## config.mk

```make
export PLATFORM = sky130hd
export DESIGN_NAME = cp_priv_decoder
export DESIGN_NICKNAME = d
export VERILOG_FILES = /design/src/rtl/cp_pkg.sv /design/src/rtl/cp_addr_decode.sv /design/src/rtl/cp_regs.sv /design/src/rtl/cp_irq_route.sv /design/src/rtl/cp_priv_decoder.sv
export SDC_FILE = /design/constraint.sdc
export NUM_CORES = 1
export LEC_CHECK = 0
export ABC_AREA = 0
export BUFFER_PORTS_ARGS = -buffer_cell sky130_fd_sc_hd__buf_2
export CORE_ASPECT_RATIO = 0.5
export CORE_MARGIN = 8
export CORE_UTILIZATION = 34
export DETAILED_ROUTE_END_ITERATION = 6
export GPL_ROUTABILITY_DRIVEN = 0
export MAX_ROUTING_LAYER = met4
export PLACE_DENSITY = 0.84
export RECOVER_POWER = 50
export SYNTH_ARGS = -nofsm -noshare
export SYNTH_HDL_FRONTEND = slang
export SYNTH_HIERARCHICAL = 1
export SYNTH_SLANG_ARGS = --single-unit
```

## constraint.sdc

```tcl
create_clock -name clk_i -period 4.2 [get_ports clk_i]
set_input_delay 1.05 -clock clk_i [delete_from_list [all_inputs] [get_ports clk_i]]
set_output_delay 1.05 -clock clk_i [all_outputs]
set_load 0.03 [all_outputs]
```

## src/rtl/cp_pkg.sv

```systemverilog
package cp_pkg;
  localparam int CORE_W = 2;
  localparam int LOC_W  = 12;

  typedef enum logic [2:0] {
    TGT_NONE, TGT_REGS, TGT_CPUIF, TGT_DIST, TGT_TIMER, TGT_WDOG
  } tgt_e;

  typedef struct packed {
    tgt_e              tgt;
    logic [CORE_W-1:0] core;
    logic [LOC_W-1:0]  loc;
  } dec_t;
endpackage

```

## src/rtl/cp_addr_decode.sv

```systemverilog
module cp_addr_decode
  import cp_pkg::*;
#(
  parameter int NUM_CORES = 4,
  parameter int ADDR_W    = 13
) (
  input  logic [ADDR_W-1:0] addr_i,
  input  logic [CORE_W-1:0] core_id_i,
  output dec_t              dec_o
);
  localparam logic [3:0] NC        = 4'(NUM_CORES);
  localparam logic [3:0] PG_REGS   = 4'h0;
  localparam logic [3:0] PG_OWNIF  = 4'h1;
  localparam logic [3:0] PG_IF0    = 4'h2;
  localparam logic [3:0] PG_OWNTW  = 4'h6;
  localparam logic [3:0] PG_TW0    = 4'h7;

  logic [3:0] page;
  logic       own_ok;

  assign page   = addr_i[11:8];
  assign own_ok = ({2'b00, core_id_i} < NC);

  always_comb begin
    logic [3:0] idx;
    logic       hit;
    logic [CORE_W-1:0] c;
    dec_o = '{tgt: TGT_NONE, core: '0, loc: '0};
    idx = '0;
    hit = 1'b0;
    c   = '0;
    if (addr_i[12]) begin
      dec_o.tgt = TGT_DIST;
      dec_o.loc = addr_i[11:0];
    end else if (page == PG_REGS) begin
      dec_o.tgt = TGT_REGS;
      dec_o.loc = {4'h0, addr_i[7:0]};
    end else if (page == PG_OWNIF || (page >= PG_IF0 && page < PG_IF0 + NC)) begin
      idx = page - PG_IF0;
      hit = (page == PG_OWNIF) ? own_ok : 1'b1;
      c   = (page == PG_OWNIF) ? core_id_i : idx[CORE_W-1:0];
      if (hit) begin
        dec_o.tgt  = TGT_CPUIF;
        dec_o.core = c;
        dec_o.loc  = {4'h0, addr_i[7:0]};
      end
    end else if (page == PG_OWNTW || (page >= PG_TW0 && page < PG_TW0 + NC)) begin
      idx = page - PG_TW0;
      hit = ((page == PG_OWNTW) ? own_ok : 1'b1) && (addr_i[7:6] == 2'b00);
      c   = (page == PG_OWNTW) ? core_id_i : idx[CORE_W-1:0];
      if (hit) begin
        dec_o.tgt  = addr_i[5] ? TGT_WDOG : TGT_TIMER;
        dec_o.core = c;
        dec_o.loc  = {7'h00, addr_i[4:0]};
      end
    end
  end
endmodule

```

## src/rtl/cp_regs.sv

```systemverilog
module cp_regs
  import cp_pkg::*;
#(
  parameter int NUM_CORES = 4,
  parameter int DATA_W    = 32
) (
  input  logic              clk_i,
  input  logic              rst_ni,
  input  logic              acc_i,
  input  logic              we_i,
  input  logic [7:0]        off_i,
  input  logic [DATA_W-1:0] wdata_i,
  output logic [DATA_W-1:0] rdata_o,
  output logic              rvalid_o,
  output logic              bad_o
);
  localparam logic [7:0] OFF_CTRL = 8'h00;
  localparam logic [7:0] OFF_CFG  = 8'h04;
  localparam logic [7:0] OFF_STAT = 8'h08;
  localparam logic [7:0] OFF_INV  = 8'h0C;
  localparam logic [DATA_W-1:0] CFG_VAL =
    DATA_W'((((1 << NUM_CORES) - 1) << 4) | (NUM_CORES - 1));

  logic              ctrl_q;
  logic [DATA_W-1:0] rd_d;
  logic              bad_d;

  always_comb begin
    rd_d  = '0;
    bad_d = 1'b0;
    unique case (off_i)
      OFF_CTRL: rd_d = {{(DATA_W-1){1'b0}}, ctrl_q};
      OFF_CFG:  rd_d = CFG_VAL;
      OFF_STAT, OFF_INV: rd_d = '0;
      default:  bad_d = 1'b1;
    endcase
  end

  always_ff @(posedge clk_i or negedge rst_ni) begin
    if (!rst_ni) begin
      ctrl_q   <= 1'b0;
      rdata_o  <= '0;
      rvalid_o <= 1'b0;
      bad_o    <= 1'b0;
    end else begin
      rvalid_o <= acc_i && !we_i;
      bad_o    <= acc_i && bad_d;
      if (acc_i && !we_i) rdata_o <= rd_d;
      if (acc_i && we_i && off_i == OFF_CTRL) ctrl_q <= wdata_i[0];
    end
  end
endmodule

```

## src/rtl/cp_irq_route.sv

```systemverilog
module cp_irq_route #(
  parameter int NUM_CORES = 4,
  parameter int TMR_LINE  = 29,
  parameter int WDG_LINE  = 30
) (
  input  logic [NUM_CORES-1:0]    timer_irq_i,
  input  logic [NUM_CORES-1:0]    wdog_irq_i,
  output logic [32*NUM_CORES-1:0] ppi_o
);
  for (genvar c = 0; c < NUM_CORES; c++) begin : g_core
    always_comb begin
      ppi_o[32*c +: 32]         = '0;
      ppi_o[32*c + TMR_LINE]    = timer_irq_i[c];
      ppi_o[32*c + WDG_LINE]    = wdog_irq_i[c];
    end
  end
endmodule

```

## src/rtl/cp_priv_decoder.sv

```systemverilog
module cp_priv_decoder
  import cp_pkg::*;
#(
  parameter int NUM_CORES = 4,
  parameter int ADDR_W    = 13,
  parameter int DATA_W    = 32
) (
  input  logic                    clk_i,
  input  logic                    rst_ni,
  input  logic                    req_i,
  input  logic                    we_i,
  input  logic [ADDR_W-1:0]       addr_i,
  input  logic [DATA_W-1:0]       wdata_i,
  input  logic [1:0]              core_id_i,
  output logic [DATA_W-1:0]       rdata_o,
  output logic                    rvalid_o,
  output logic                    err_o,
  output logic [NUM_CORES-1:0]    sel_cpuif_o,
  output logic                    sel_dist_o,
  output logic [NUM_CORES-1:0]    sel_timer_o,
  output logic [NUM_CORES-1:0]    sel_wdog_o,
  output logic [11:0]             local_addr_o,
  input  logic [NUM_CORES-1:0]    timer_irq_i,
  input  logic [NUM_CORES-1:0]    wdog_irq_i,
  output logic [32*NUM_CORES-1:0] ppi_o
);
  dec_t dec;
  logic reg_acc;
  logic reg_bad;
  logic miss_q;

  cp_addr_decode #(.NUM_CORES(NUM_CORES), .ADDR_W(ADDR_W)) u_dec (
    .addr_i    (addr_i),
    .core_id_i (core_id_i),
    .dec_o     (dec)
  );

  assign reg_acc = req_i && dec.tgt == TGT_REGS;

  cp_regs #(.NUM_CORES(NUM_CORES), .DATA_W(DATA_W)) u_regs (
    .clk_i    (clk_i),
    .rst_ni   (rst_ni),
    .acc_i    (reg_acc),
    .we_i     (we_i),
    .off_i    (dec.loc[7:0]),
    .wdata_i  (wdata_i),
    .rdata_o  (rdata_o),
    .rvalid_o (rvalid_o),
    .bad_o    (reg_bad)
  );

  always_ff @(posedge clk_i or negedge rst_ni) begin
    if (!rst_ni) miss_q <= 1'b0;
    else         miss_q <= req_i && dec.tgt == TGT_NONE;
  end

  assign err_o        = miss_q | reg_bad;
  assign sel_dist_o   = req_i && dec.tgt == TGT_DIST;
  assign local_addr_o = dec.loc;

  for (genvar c = 0; c < NUM_CORES; c++) begin : g_sel
    logic mine;
    assign mine           = req_i && dec.core == 2'(c);
    assign sel_cpuif_o[c] = mine && dec.tgt == TGT_CPUIF;
    assign sel_timer_o[c] = mine && dec.tgt == TGT_TIMER;
    assign sel_wdog_o[c]  = mine && dec.tgt == TGT_WDOG;
  end

  cp_irq_route #(.NUM_CORES(NUM_CORES)) u_irq (
    .timer_irq_i (timer_irq_i),
    .wdog_irq_i  (wdog_irq_i),
    .ppi_o       (ppi_o)
  );
endmodule

```

### After elaboration in Yosys (flattened, before gate mapping)

Index checks and enable logic that the tools add are counted.

* bits in registers: 36
* input port bits: 59
* output and inout bits: 187
* word-level logic and storage cells: 73

* add/sub/neg operators: 2
* $lt $le $gt $ge: 4
* eq/ne operators: 13
* muxes and demuxes: 14
* bitwise operators: 1
* reduce and logical (&&, ||, !) cells: 34

Operators with widths (number)
* $mux 17: 3
* $logic_and 1x1->1: 25
* $mux 12: 2
* $eq 8x4->1 const B: 2
* $pmux 8 s2: 1
* $eq 8x3->1 const B: 1
* $logic_not 8->1: 1
* $mux 2: 4
* $eq 3x2->1 const B: 2
* $eq 3x3->1 const B: 2
* $mux 3: 2
* $eq 2x2->1 const B: 2
* $eq 4x1->1 const B: 1
* $eq 4x3->1 const B: 1
* $ge 4x2->1 const B: 1
* $ge 4x3->1 const B: 1
* $logic_not 2->1: 2
* $logic_not 4->1: 1
* $lt 4x3->1 const B: 1
* $lt 4x4->1 const B: 1
* $reduce_or 4->1: 1
* $sub 2x2->2 const B: 2
* $eq 3x1->1 const B: 1
* $logic_not 3->1: 1
* 5 further kinds: 7

### Depth between registers and ports, before layout

* depth after elaboration: 11
* depth in mapped cells: 13
* gate-level depth less buffers: 12

### Hierarchy

Netlist, hierarchy kept.

By module, submodules not included
* cp_irq_route: instances 1, cells an instance 129, area each 964.7 sq um, sequential area each 0.0 sq um
* cp_regs: instances 1, cells an instance 52, area each 456.7 sq um, sequential area each 125.1 sq um
* cp_addr_decode: instances 1, cells an instance 52, area each 411.6 sq um, sequential area each 0.0 sq um
* cp_priv_decoder: instances 1, cells an instance 27, area each 186.4 sq um, sequential area each 25.0 sq um

### Worst setup path after synthesis

OpenSTA, ideal clock, no wires.

* path type: input port to output port
* from: input port addr_i[9]
* to: output port sel_timer_o[2]
* arrival: 3.277 ns
* data required time: 3.150 ns
* slack: -0.127 ns
* stages: 8
* buffers on the path: 0
* cell sequence: inv_1 ha_1 nor4_4 or2_4 a21boi_4 and2_1 or3b_4 nor3_1

RTL lines
* start: declaration: RTL line cp_priv_decoder.sv:12 `input logic [ADDR_W-1:0] addr_i,`
* end: declaration: RTL line cp_priv_decoder.sv:20 `output logic [NUM_CORES-1:0] sel_timer_o,`

==> impl_metrics.env <==
export IMPL_hold_viol_final=0
export IMPL_avgRoutedWirePerCell_um=11.65
export IMPL_grt_pass1_vias=1440
export IMPL_antenna_found_initial=0
export IMPL_layout_min_cycle_time_ps=4086
export IMPL_numCtsBuffers=3
export IMPL_internal_power_mw=0.2235
export IMPL_antenna_left=0
export IMPL_dieWidth_um=125.0
export IMPL_wirelength_um=4415
export IMPL_synth_cells=260
export IMPL_path_max_fanout=5
export IMPL_max_stage_delay_ps=420
export IMPL_final_area_um2=1846
export IMPL_cts_sinks=6
export IMPL_timing_fmax_mhz=244.7
export IMPL_cpMaxStageDelayCell="or3b_4"
export IMPL_grt_use_total_pct=9.339
export IMPL_worstSetupStartpoint="addr_i[9]"
export IMPL_tritoncts="done"
export IMPL_dpl_cell_area_um2=1750
export IMPL_grt_pass1_wl_um=6913
export IMPL_drv_cap=0
export IMPL_vdd_drop_max_uv=99.92
export IMPL_outcome="finished, final reports clean"
export IMPL_hp_start="u_regs/rdata_o[0]"
export IMPL_via_count=1326
export IMPL_r2r_start="u_regs/ctrl_q"
export IMPL_yosysMostFrequentCell="buf_4"
export IMPL_boundaryPins=246
export IMPL_drt_initial_drc_count=46
export IMPL_yosys_area_top_type="buf_4"
export IMPL_worstSetupStartpointType="input port"
export IMPL_ys_seq_elements=6
export IMPL_cp_required_ps=3150
export IMPL_clockRootBuffer="clkbuf_16"
export IMPL_dieArea_um2=8811
export IMPL_core_um2=5610
export IMPL_cp_cell_sequence="buf_2 > inv_1 > ha_2 > nor4_4 > or2_4 > a21boi_4 > and2_1 > or3b_4 > nor3_2 > buf_4"
export IMPL_dieHeight_um=70.50
export IMPL_antenna_cells=0
export IMPL_powerDensity_nw_per_um2=271.4
export IMPL_fin_nets=371
export IMPL_ys_seq_area_share_pct=7.435
export IMPL_hold_path_class="reg -> reg"
export IMPL_htreeDepth=1
export IMPL_placementRows=19
export IMPL_power_frac_comb_pct=57.5
export IMPL_rsz0062_at_grt="no"
export IMPL_cts_max_path_buffers=2
export IMPL_power_leakage_nw=1.056
export IMPL_ctsHoldBuffers=0
export IMPL_start_util_pct=35.99
export IMPL_drive_gt1_share_pct=22.55
export IMPL_netlist_area_leader_share_pct=58.74
export IMPL_final_setup_viol_count=0
export IMPL_overflow=0
export IMPL_path_class="in -> out"
export IMPL_ys_types=41
export IMPL_clk_latency_ps=230
export IMPL_dp_hpwl_um=4020
export IMPL_tns_ps=0
export IMPL_vias_per_cell=3.499
export IMPL_clk_pin_slew_ps=30
export IMPL_slew_violations=0
export IMPL_synthTopCellsByCount="buf_4, nor2_1, and2_1"
export IMPL_netSwitchingFraction_pct=55.38
export IMPL_dr_pass1_iters=4
export IMPL_synth_ff_type="dfrtp_1"
export IMPL_syn_area_per_cell_um2=7.767
export IMPL_synth_area_um2=2019
export IMPL_seq_power_share_pct=12.2
export IMPL_p_clk_share_pct=30.3
export IMPL_grt_max_degree=11
export IMPL_crit_path_end_kind="primary output"
export IMPL_yosysWarnings=6
export IMPL_switching_power_mw=0.2774
export IMPL_skew_ps=0.6918
export IMPL_ys_async_sr_fraction_pct=100.0
export IMPL_synthTopCellsByArea="buf_4, dfrtp_1, and2_1, ha_1, nor2_1"
export IMPL_drc=0
export IMPL_synth_edf_count=0
export IMPL_portBuffers=52
export IMPL_post_route_period_util_pct=97.29
export IMPL_arrival_ps=3040
export IMPL_area_growth_synth_to_final_pct=-8.612
## cells by family after synthesis
kind of cell,synth area share [%]
other,0.3719
AO/OA/AOI/OAI,7.560
adder cells (fa/ha/maj),2.478
multiplexers,1.053
flip-flops,7.435
buffers and inverters,60.78
AND/OR/NAND/NOR,20.32
## cell type report
| cell class | instances | area (um^2) |
|---|---|---|
| repair buffers | 59 | 305.3 |
| well taps | 73 | 91.34 |
| flip-flops and latches | 6 | 150.1 |
| fillers | 589 | 3765 |
| inverters | 5 | 18.77 |
| clock buffers | 3 | 75.07 |
| multi-input cells | 233 | 1205 |
## flip-flops by register name (all words and copies together) (netlist names)
signal           flops
u_regs/bad_o         1
u_regs/rvalid_o      1
u_regs/rdata_o       2
u_regs/ctrl_q        1
miss_q               1
## power by group through the flow
stage               logic [mW]  clock network (mW)  registers (mW)
floorplan                0.363                   0          0.0635
global placement         0.277                   0          0.0618
detailed placement       0.279                   0          0.0620
CTS                      0.280               0.155          0.0614
global route             0.304               0.160          0.0616
finish                   0.288               0.152          0.0613
## layer usage
| layer | up-vias | part of all wire, % | GRT usage [%] |
|---|---|---|---|
| met3 | 8 | 6.8 | 3.104 |
| met2 | 79 | 63 | 20.62 |
| li1 | 623 | - | - |
| met4 | 0 | 1.1 | 3.743 |
| met1 | 616 | 29 | 6.569 |
| met5 | - | 0 | - |
## cells in the final DEF, fill, tap and decap left out, types with 2 or more instances in the layout
cell / n
or2_2: 2
nand2_1: 7
and2_1: 12
nor4_4: 2
o21a_1: 3
nor3b_1: 2
buf_2: 37
clkbuf_1: 12
nor2_1: 13
conb_1: 146
clkbuf_16: 3
a21oi_1: 3
nor3_2: 3
ha_1: 3
nand3b_1: 4
dfrtp_1: 6
inv_1: 5
buf_4: 9
nand3_1: 2
nor3_1: 3
nand2b_1: 2
o21ai_0: 2
## stage by stage
| stage | util [%] | setup WS, ps | power (mW) | hold WS [ps] | std cells |
|---|---|---|---|---|---|
| 6_report | 32.89 | 113.7 | 0.5009 | 470.1 | 379 |
| 5_1_grt | 32.89 | 9.347 | 0.5254 | 519.3 | 379 |
| 4_1_cts | 32.54 | 26.25 | 0.4963 | 470.1 | 377 |
| 3_5_place_dp | 31.20 | 39.44 | 0.3412 | 463.1 | 374 |
| 3_3_place_gp | 31.20 | 60.48 | 0.3392 | 461.5 | 374 |
| 2_1_floorplan | - | 64.63 | 0.4265 | 465.3 | 404 |
## critical path, delay by kind of cell
kind / cells / cell delay (ps)
AO/OA/AOI/OAI: 1 / 190
adder cells (fa/ha/maj): 1 / 200
buffers and inverters: 3 / 340
AND/OR/NAND/NOR: 5 / 1250
## what timing repair did
| action | in CTS | in global routing |
|---|---|---|
| setup endpoints to repair | 0 | 8 |
| resized for setup | 0 | 8 |
| setup buffers | 0 | 2 |
## worst paths after layout
kind	to	slack (ps)	cells past startpoint
setup / recovery	sel_timer_o[2]	110	10
hold / removal	u_regs/rdata_o[0]	470	2
setup reg to reg	u_regs/ctrl_q	3400	1
hold reg to reg	u_regs/rdata_o[0]	470	2
max in group asynchronous	u_regs/bad_o	3270	1
min in group asynchronous	u_regs/rdata_o[6]	690	1
Note: power is estimated with default switching activity, not from simulation.
